## src/rtl/adc_seq_pkg.sv

```systemverilog
package adc_seq_pkg;
  parameter int CH_W  = 3;
  parameter int REF_W = 2;
  parameter int RES_W = 10;

  typedef struct packed {
    logic [CH_W-1:0]  chan;
    logic             diff;
    logic [REF_W-1:0] refsel;
  } sel_t;
endpackage

```

## src/rtl/adc_seq_presc.sv

```systemverilog
module adc_seq_presc #(
  parameter int DIV = 4
) (
  input  logic clk,
  input  logic rst_n,
  input  logic en,
  output logic rise_tick,
  output logic fall_tick,
  output logic alt_ok
);
  localparam int CW = (DIV > 2) ? $clog2(DIV) : 1;
  localparam logic [CW-1:0] LAST = CW'(DIV - 1);
  localparam logic [CW-1:0] HALF = CW'(DIV / 2 - 1);

  logic [CW-1:0] cnt_q, cnt_d;
  logic          par_q, par_d;

  assign rise_tick = en && (cnt_q == LAST);
  assign fall_tick = en && (cnt_q == HALF);
  assign alt_ok    = !par_q;

  always_comb begin
    cnt_d = '0;
    par_d = 1'b0;
    if (en) begin
      cnt_d = (cnt_q == LAST) ? '0 : cnt_q + CW'(1);
      par_d = rise_tick ? !par_q : par_q;
    end
  end

  always_ff @(posedge clk or negedge rst_n) begin
    if (!rst_n) begin
      cnt_q <= '0;
      par_q <= 1'b0;
    end else begin
      cnt_q <= cnt_d;
      par_q <= par_d;
    end
  end

  p_hold_off_r1: assert property (@(posedge clk) disable iff (!rst_n)
    !en |=> (!rise_tick && !fall_tick));
  p_tick_gap_r2: assert property (@(posedge clk) disable iff (!rst_n)
    rise_tick |=> !rise_tick);
endmodule

```

## src/rtl/adc_seq_extdet.sv

```systemverilog
module adc_seq_extdet
  import adc_seq_pkg::*;
(
  input  logic clk,
  input  logic rst_n,
  input  logic en,
  input  logic load,
  input  sel_t sel_in,
  output logic ext_need
);
  logic pend_q, pend_d;
  sel_t last_q, last_d;

  always_comb begin
    pend_d = pend_q;
    last_d = last_q;
    if (!en) pend_d = 1'b1;
    else if (load) begin
      pend_d = 1'b0;
      last_d = sel_in;
    end
  end

  assign ext_need = pend_q
                 || (sel_in.refsel != last_q.refsel)
                 || (sel_in.diff && !(last_q.diff && (sel_in.chan == last_q.chan)));

  always_ff @(posedge clk or negedge rst_n) begin
    if (!rst_n) begin
      pend_q <= 1'b1;
      last_q <= '0;
    end else begin
      pend_q <= pend_d;
      last_q <= last_d;
    end
  end

  p_first_ext_r5: assert property (@(posedge clk) disable iff (!rst_n)
    (en && $past(!en)) |-> ext_need);
endmodule

```

## src/rtl/adc_seq_core.sv

```systemverilog
module adc_seq_core
  import adc_seq_pkg::*;
#(
  parameter int NORM_CYC = 13,
  parameter int EXT_CYC  = 25,
  parameter int SH_NORM  = 2,
  parameter int SH_EXT   = 14
) (
  input  logic             clk,
  input  logic             rst_n,
  input  logic             en,
  input  logic             start_wr,
  input  logic             free_run,
  input  sel_t             sel_in,
  input  logic             flag_clr,
  input  logic [RES_W-1:0] sar_data,
  input  logic             rise_tick,
  input  logic             fall_tick,
  input  logic             alt_ok,
  input  logic             ext_need,
  output logic             start_now,
  output logic             start_bit,
  output logic             sh_strobe,
  output logic             step_strobe,
  output logic             res_latch,
  output logic             done_flag,
  output logic [RES_W-1:0] result,
  output sel_t             sel_conv
);
  localparam int CYW = $clog2(EXT_CYC + 1);
  localparam logic [CYW-1:0] LEN_N = CYW'(NORM_CYC);
  localparam logic [CYW-1:0] LEN_E = CYW'(EXT_CYC);
  localparam logic [CYW-1:0] SHC_N = CYW'(SH_NORM);
  localparam logic [CYW-1:0] SHC_E = CYW'(SH_EXT);

  logic             busy_q, busy_d, ext_q, ext_d, start_q, start_d;
  logic             done_q, done_d, step_q, step_d, sh_q, sh_d, lat_q, lat_d;
  logic [CYW-1:0]   cyc_q, cyc_d;
  logic [RES_W-1:0] res_q, res_d;
  sel_t             sel_q, sel_d;
  logic             last_cyc, fin, start_eff, diff_ok;

  assign last_cyc  = busy_q && (cyc_q == (ext_q ? LEN_E : LEN_N));
  assign fin       = en && rise_tick && last_cyc;
  assign start_eff = start_q && !(fin && !free_run);
  assign diff_ok   = !sel_in.diff || alt_ok;
  assign start_now = en && rise_tick && start_eff && diff_ok && (!busy_q || last_cyc);

  always_comb begin
    busy_d  = busy_q;
    ext_d   = ext_q;
    cyc_d   = cyc_q;
    sel_d   = sel_q;
    start_d = start_q;
    if (!en) begin
      busy_d  = 1'b0;
      cyc_d   = '0;
      start_d = 1'b0;
    end else begin
      if (fin && !free_run) start_d = 1'b0;
      if (start_wr)         start_d = 1'b1;
      if (start_now) begin
        busy_d = 1'b1;
        cyc_d  = CYW'(1);
        ext_d  = ext_need;
        sel_d  = sel_in;
      end else if (fin) begin
        busy_d = 1'b0;
        cyc_d  = '0;
      end else if (busy_q && rise_tick) begin
        cyc_d = cyc_q + CYW'(1);
      end
    end
    step_d = start_now || (en && rise_tick && busy_q && !last_cyc);
    sh_d   = en && fall_tick && busy_q && (cyc_q == (ext_q ? SHC_E : SHC_N));
    lat_d  = fin;
    res_d  = fin ? sar_data : res_q;
    done_d = fin || (done_q && !flag_clr);
  end

  always_ff @(posedge clk or negedge rst_n) begin
    if (!rst_n) begin
      busy_q  <= 1'b0;
      ext_q   <= 1'b0;
      cyc_q   <= '0;
      sel_q   <= '0;
      start_q <= 1'b0;
      done_q  <= 1'b0;
      step_q  <= 1'b0;
      sh_q    <= 1'b0;
      lat_q   <= 1'b0;
      res_q   <= '0;
    end else begin
      busy_q  <= busy_d;
      ext_q   <= ext_d;
      cyc_q   <= cyc_d;
      sel_q   <= sel_d;
      start_q <= start_d;
      done_q  <= done_d;
      step_q  <= step_d;
      sh_q    <= sh_d;
      lat_q   <= lat_d;
      res_q   <= res_d;
    end
  end

  assign start_bit   = start_q;
  assign sh_strobe   = sh_q;
  assign step_strobe = step_q;
  assign res_latch   = lat_q;
  assign done_flag   = done_q;
  assign result      = res_q;
  assign sel_conv    = sel_q;

  p_step_needs_en_r1: assert property (@(posedge clk) disable iff (!rst_n)
    step_q |-> $past(en));
  p_len_bound_r4: assert property (@(posedge clk) disable iff (!rst_n)
    busy_q |-> (cyc_q <= (ext_q ? LEN_E : LEN_N)));
  p_sh_in_conv_r7: assert property (@(posedge clk) disable iff (!rst_n)
    sh_q |-> busy_q);
  p_single_clear_r8: assert property (@(posedge clk) disable iff (!rst_n)
    (fin && !free_run && !start_wr) |=> (!start_q && done_q && lat_q));
  p_free_chain_r9: assert property (@(posedge clk) disable iff (!rst_n)
    (fin && free_run && start_q && diff_ok) |=> (step_q && busy_q && lat_q));
  p_flag_clear_r11: assert property (@(posedge clk) disable iff (!rst_n)
    (flag_clr && !fin) |=> !done_q);
  p_abort_r12: assert property (@(posedge clk) disable iff (!rst_n)
    !en |=> (!busy_q && !step_q && !lat_q && !start_q));
endmodule

```

## src/rtl/adc_seq_ctrl.sv

```systemverilog
module adc_seq_ctrl
  import adc_seq_pkg::*;
#(
  parameter int DIV      = 4,
  parameter int NORM_CYC = 13,
  parameter int EXT_CYC  = 25,
  parameter int SH_NORM  = 2,
  parameter int SH_EXT   = 14
) (
  input  logic             clk,
  input  logic             rst_n,
  input  logic             en,
  input  logic             start_wr,
  input  logic             free_run,
  input  logic [CH_W-1:0]  chan_sel,
  input  logic             diff_sel,
  input  logic [REF_W-1:0] ref_sel,
  input  logic             flag_clr,
  input  logic [RES_W-1:0] sar_data,
  output logic             start_bit,
  output logic             sh_strobe,
  output logic             step_strobe,
  output logic             res_latch,
  output logic             done_flag,
  output logic [RES_W-1:0] result,
  output logic [CH_W-1:0]  mux_chan,
  output logic             mux_diff,
  output logic [REF_W-1:0] mux_ref
);
  logic [1:0] rst_sync;
  logic       rst_s;
  logic       rise_tick, fall_tick, alt_ok, ext_need, start_now;
  sel_t       sel_in, sel_conv;

  always_ff @(posedge clk or negedge rst_n) begin
    if (!rst_n) rst_sync <= 2'b00;
    else        rst_sync <= {rst_sync[0], 1'b1};
  end
  assign rst_s = rst_sync[1];

  assign sel_in = '{chan: chan_sel, diff: diff_sel, refsel: ref_sel};

  adc_seq_presc #(.DIV(DIV)) u_presc (
    .clk(clk), .rst_n(rst_s), .en(en),
    .rise_tick(rise_tick), .fall_tick(fall_tick), .alt_ok(alt_ok)
  );

  adc_seq_extdet u_ext (
    .clk(clk), .rst_n(rst_s), .en(en), .load(start_now),
    .sel_in(sel_in), .ext_need(ext_need)
  );

  adc_seq_core #(
    .NORM_CYC(NORM_CYC), .EXT_CYC(EXT_CYC), .SH_NORM(SH_NORM), .SH_EXT(SH_EXT)
  ) u_core (
    .clk(clk), .rst_n(rst_s), .en(en), .start_wr(start_wr),
    .free_run(free_run), .sel_in(sel_in), .flag_clr(flag_clr),
    .sar_data(sar_data), .rise_tick(rise_tick), .fall_tick(fall_tick),
    .alt_ok(alt_ok), .ext_need(ext_need), .start_now(start_now),
    .start_bit(start_bit), .sh_strobe(sh_strobe), .step_strobe(step_strobe),
    .res_latch(res_latch), .done_flag(done_flag), .result(result),
    .sel_conv(sel_conv)
  );

  assign mux_chan = sel_conv.chan;
  assign mux_diff = sel_conv.diff;
  assign mux_ref  = sel_conv.refsel;
endmodule

```

## config.mk

```make
export PLATFORM = sky130hd
export DESIGN_NAME = adc_seq_ctrl
export DESIGN_NICKNAME = d
export VERILOG_FILES = /design/src/rtl/adc_seq_pkg.sv /design/src/rtl/adc_seq_presc.sv /design/src/rtl/adc_seq_extdet.sv /design/src/rtl/adc_seq_core.sv /design/src/rtl/adc_seq_ctrl.sv
export SDC_FILE = /design/constraint.sdc
export NUM_CORES = 1
export LEC_CHECK = 0
export ABC_CLOCK_PERIOD_IN_PS = 1100
export BUFFER_PORTS_ARGS = -buffer_cell sky130_fd_sc_hd__buf_4
export CAP_MARGIN = 20
export CORE_MARGIN = 2
export CORE_UTILIZATION = 46
export DETAILED_ROUTE_END_ITERATION = 10
export PLACE_DENSITY = 0.75
export SYNTH_ARGS = -nofsm -noshare
export SYNTH_HDL_FRONTEND = slang
export SYNTH_SLANG_ARGS = --single-unit
```

## constraint.sdc

```tcl
create_clock -name clk -period 1.1 [get_ports clk]
set_clock_uncertainty 0.05 [all_clocks]
set_input_delay 0.055 -clock clk [delete_from_list [all_inputs] [get_ports clk]]
set_output_delay 0.055 -clock clk [all_outputs]
set_load 0.005 [all_outputs]
```

==> results.json <==
{
  "result_of_the_run": "finished, violations left",
  "violated_checks": "negative setup slack",
  "remaining_antenna_violation_count": 0,
  "met3RoutedLength_um": 232,
  "drtIter0Drc": 74,
  "power_per_cell_area_nw_per_um2": 1080,
  "ys_types": 38,
  "cts_tree": "done",
  "synth.yosys.seq_area_share": 0.553,
  "final_hold_slack_ps": 32.8,
  "max_freq_mhz": 534,
  "chipWidth_um": 61.9,
  "final-hold-violation-count": 0,
  "timing_max_transition_violations_final": 0,
  "crit_path_top_delay_cell": "sky130_fd_sc_hd__dfrtp_1",
  "starting_density": 0.469,
  "design.portCount": 43,
  "drt-pass1-iter-count": 4,
  "synthFlopType": "sky130_fd_sc_hd__dfrtp_1",
  "critPathLaunchType": "flop",
  "post_drt_wl_per_cell_um": 18.0,
  "cell_taking_the_most_area_after_synthesis": "sky130_fd_sc_hd__dfrtp_1",
  "grt-ovfl-total": 0,
  "numClockSinks": 34,
  "regArea_um2": 853,
  "wirelength_met1_um": 1940,
  "worst_skew_late_latency_ps": 340,
  "final_nets": 250,
  "worst_r2r_end": "u_core.sel_conv[1]",
  "worst_hold_path_type": "primary input to flop",
  "power_leakage_nw": 1.31,
  "post-route-period-util": 1.70,
  "route.met2.wl_um": 2590,
  "holdCritStartpoint": "en",
  "ctsLongestPathBuffers": 2,
  "synth_edf_count": 0,
  "final-setup-viol-count": 32,
  "overall_power_w": 0.00295,
  "peakVddDrop_uv": 921,
  "synth_async_sr_flop_share": 1.00,
  "grt_setup_unrepaired": "yes",
  "critPathMaxFanout": 7,
  "path_delay_family": "compound AO/OA/AOI/OAI gates",
  "die-area_um2": 3830,
  "syn-instance-count": 117,
  "synth_common_cells": "sky130_fd_sc_hd__dfrtp_1 (33), sky130_fd_sc_hd__mux2_2 (13), sky130_fd_sc_hd__inv_1 (8), sky130_fd_sc_hd__ha_1 (5), sky130_fd_sc_hd__nor3_1 (5)",
  "numCtsBuffers": 5,
  "worstPathRequired_ps": 1290,
  "ctsHtreeMaxLevel": 2,
  "synthDominantCellAreaShare": 0.536,
  "critPathKind": "flop to flop",
  "ctsRootBufferMaster": "sky130_fd_sc_hd__clkbuf_4",
  "antenna_cells_inserted": 0,
  "clk_pin_slew_ps": 100,
  "area_of_the_core_region_um2": 3280,
  "highest-signal-layer": "met4",
  "worstPathBufferInverterCount": 1,
  "port_buffers": 42,
  "num_rows": 21,
  "synth.avg_cell_area_um2": 13.2,
  "post-route-min-period_ps": 1870,
  "critPathCaptureType": "flop",
  "crit_path_max_incr_delay_ps": 430,
  "drt-vias-per-instance": 5.10,
  "post_route_drc_violation_count": 0,
  "syn2layout_area_growth_pct": 76.8,
  "grt_antenna_before_repair": 0,
  "routed_wirelength_um": 4860,
  "worstHoldEndpoint": "u_core.start_bit",
  "cells_along_the_critical_path": "and3b_2, o2111a_2, a221oi_4, buf_12, mux2_4",
  "final.setup.worst_slack_ps": -773,
  "max_cap_viol_count": 0,
  "whs_path_depth": 3,
  "yosys_warning_count": 0,
  "mappedNetlistNets": 144,
  "synthTopCellsByArea": "sky130_fd_sc_hd__dfrtp_1 (54%), sky130_fd_sc_hd__mux2_2 (9.5%), sky130_fd_sc_hd__ha_1 (4.1%), sky130_fd_sc_hd__mux2_4 (2.9%), sky130_fd_sc_hd__xnor2_1 (2.3%)",
  "ff2ff_setup_slack_ps": -770,
  "synth-seq-cells": 34,
  "synthesis.area_um2": 1540,
  "die_height_um": 61.9,
  "reg2regPathDepth": 5,
  "worstReg2RegStart": "u_core.cyc_q[4]",
  "first_global_vias": 1508,
  "gp_congestion": 0.783,
  "crit_arrival_ps": 2060,
  "place_hpwl_um": 2690,
  "grt_pass1_wl_um": 7400,
  "grt_start_max_net_pins": 18,
  "routed-via-count": 1376,
  "drive_above_1_share": 0.567,
  "grt.total_usage": 0.280,
  "num-fill-cells": 167,
  "multi_input_area_um2": 783,
  "yosysMostFrequentCell": "sky130_fd_sc_hd__dfrtp_1"
}
## worst max-delay path by stage
stage / from / endpoint / cells after the start
after CTS: u_core.cyc_q[2] / u_core.sel_conv[1] / 6
after floorplan: u_presc.cnt_q[0] / u_core.sel_conv[0] / 7
final: u_core.cyc_q[4] / u_core.sel_conv[1] / 5
after global routing: u_core.ext_q / u_core.sel_conv[1] / 5
after detailed placement: u_core.ext_q / u_core.sel_conv[2] / 5
after global placement: u_core.ext_q / u_core.sel_conv[1] / 5
## what timing repair did
action / CTS / global route
hold buffers: 21 / 0
endpoints found under the hold margin: 21 / 0
gates resized for setup: 37 / 19
pin swaps: 6 / 10
cloned: 1 / 0
setup buffers: 8 / 11
setup endpoints to repair: 36 / 39
## metal layers
metal | GRT usage | vias up
li1 | - | 627
met1 | 0.318 | 689
met2 | 0.510 | 49
met3 | 0.0704 | 11
met4 | 0.0942 | 0
met5 | 0 | -
## power breakdown
part           switching (W)  internal [W]  total (W)
combinational       0.000258      0.000532   0.000790
clock               0.000435      0.000310   0.000745
sequential         0.0000793       0.00134    0.00142
## worst min-delay path, cell delays in order
cell and delay, ps:
sky130_fd_sc_hd__buf_4 90, sky130_fd_sc_hd__buf_4 130, sky130_fd_sc_hd__o21a_1 120
## final cells by class
| class | instances | share of cell area |
|---|---|---|
| timing repair buffer | 103 | 0.345 |
| sequential | 34 | 0.313 |
| multi-input combinational | 71 | 0.287 |
| tap | 46 | 0.0211 |
| clock buffer | 7 | 0.0202 |
| inverter | 8 | 0.0110 |
| clock inverter | 1 | 0.00184 |
## per-stage QoR
stage	TNS, ps	utilization	cell area, µm²	setup WS (ps)	cells
2_1_floorplan	-17540	-	1580	-893	117
3_3_place_gp	-15990	0.657	2160	-762	232
3_5_place_dp	-16950	0.657	2160	-791	232
4_1_cts	-17050	0.798	2620	-733	266
5_1_grt	-20470	0.830	2730	-854	270
6_report	-18470	0.830	2730	-773	270
## placed cells by master, fill, tap and decap left out, types with 4 or more instances in the layout
| master | synthesis | layout |
|---|---|---|
| sky130_fd_sc_hd__xor2_1 | 4 | 4 |
| sky130_fd_sc_hd__clkbuf_4 | 0 | 5 |
| sky130_fd_sc_hd__nand2_1 | 4 | 4 |
| sky130_fd_sc_hd__buf_6 | 2 | 20 |
| sky130_fd_sc_hd__inv_1 | 8 | 8 |
| sky130_fd_sc_hd__buf_4 | 1 | 59 |
| sky130_fd_sc_hd__nand4_1 | 4 | 4 |
| sky130_fd_sc_hd__mux2_4 | 3 | 16 |
| sky130_fd_sc_hd__dlygate4sd3_1 | 0 | 21 |
| sky130_fd_sc_hd__dfrtp_1 | 33 | 32 |
## state kept, by name (all words and copies together), names as in the netlist, 2 cells and up
signal and count:
u_core.cyc_q 5, u_presc.cnt_q 2, u_core.sel_conv 6, u_core.result 10
rst_sync 2
## logic make-up (layout without fill, tap and decap cells)
family	after synthesis	in the layout	synth area share
xor+xnor	8	8	0.0454
buf+inv	12	119	0.0422
simple gates	25	25	0.0933
fa+ha+maj	5	5	0.0406
flops	34	34	0.553
compound gates	15	15	0.0925
mux	17	17	0.131
other cells	1	1	0.00243
Power figures use the tool's default switching activity.
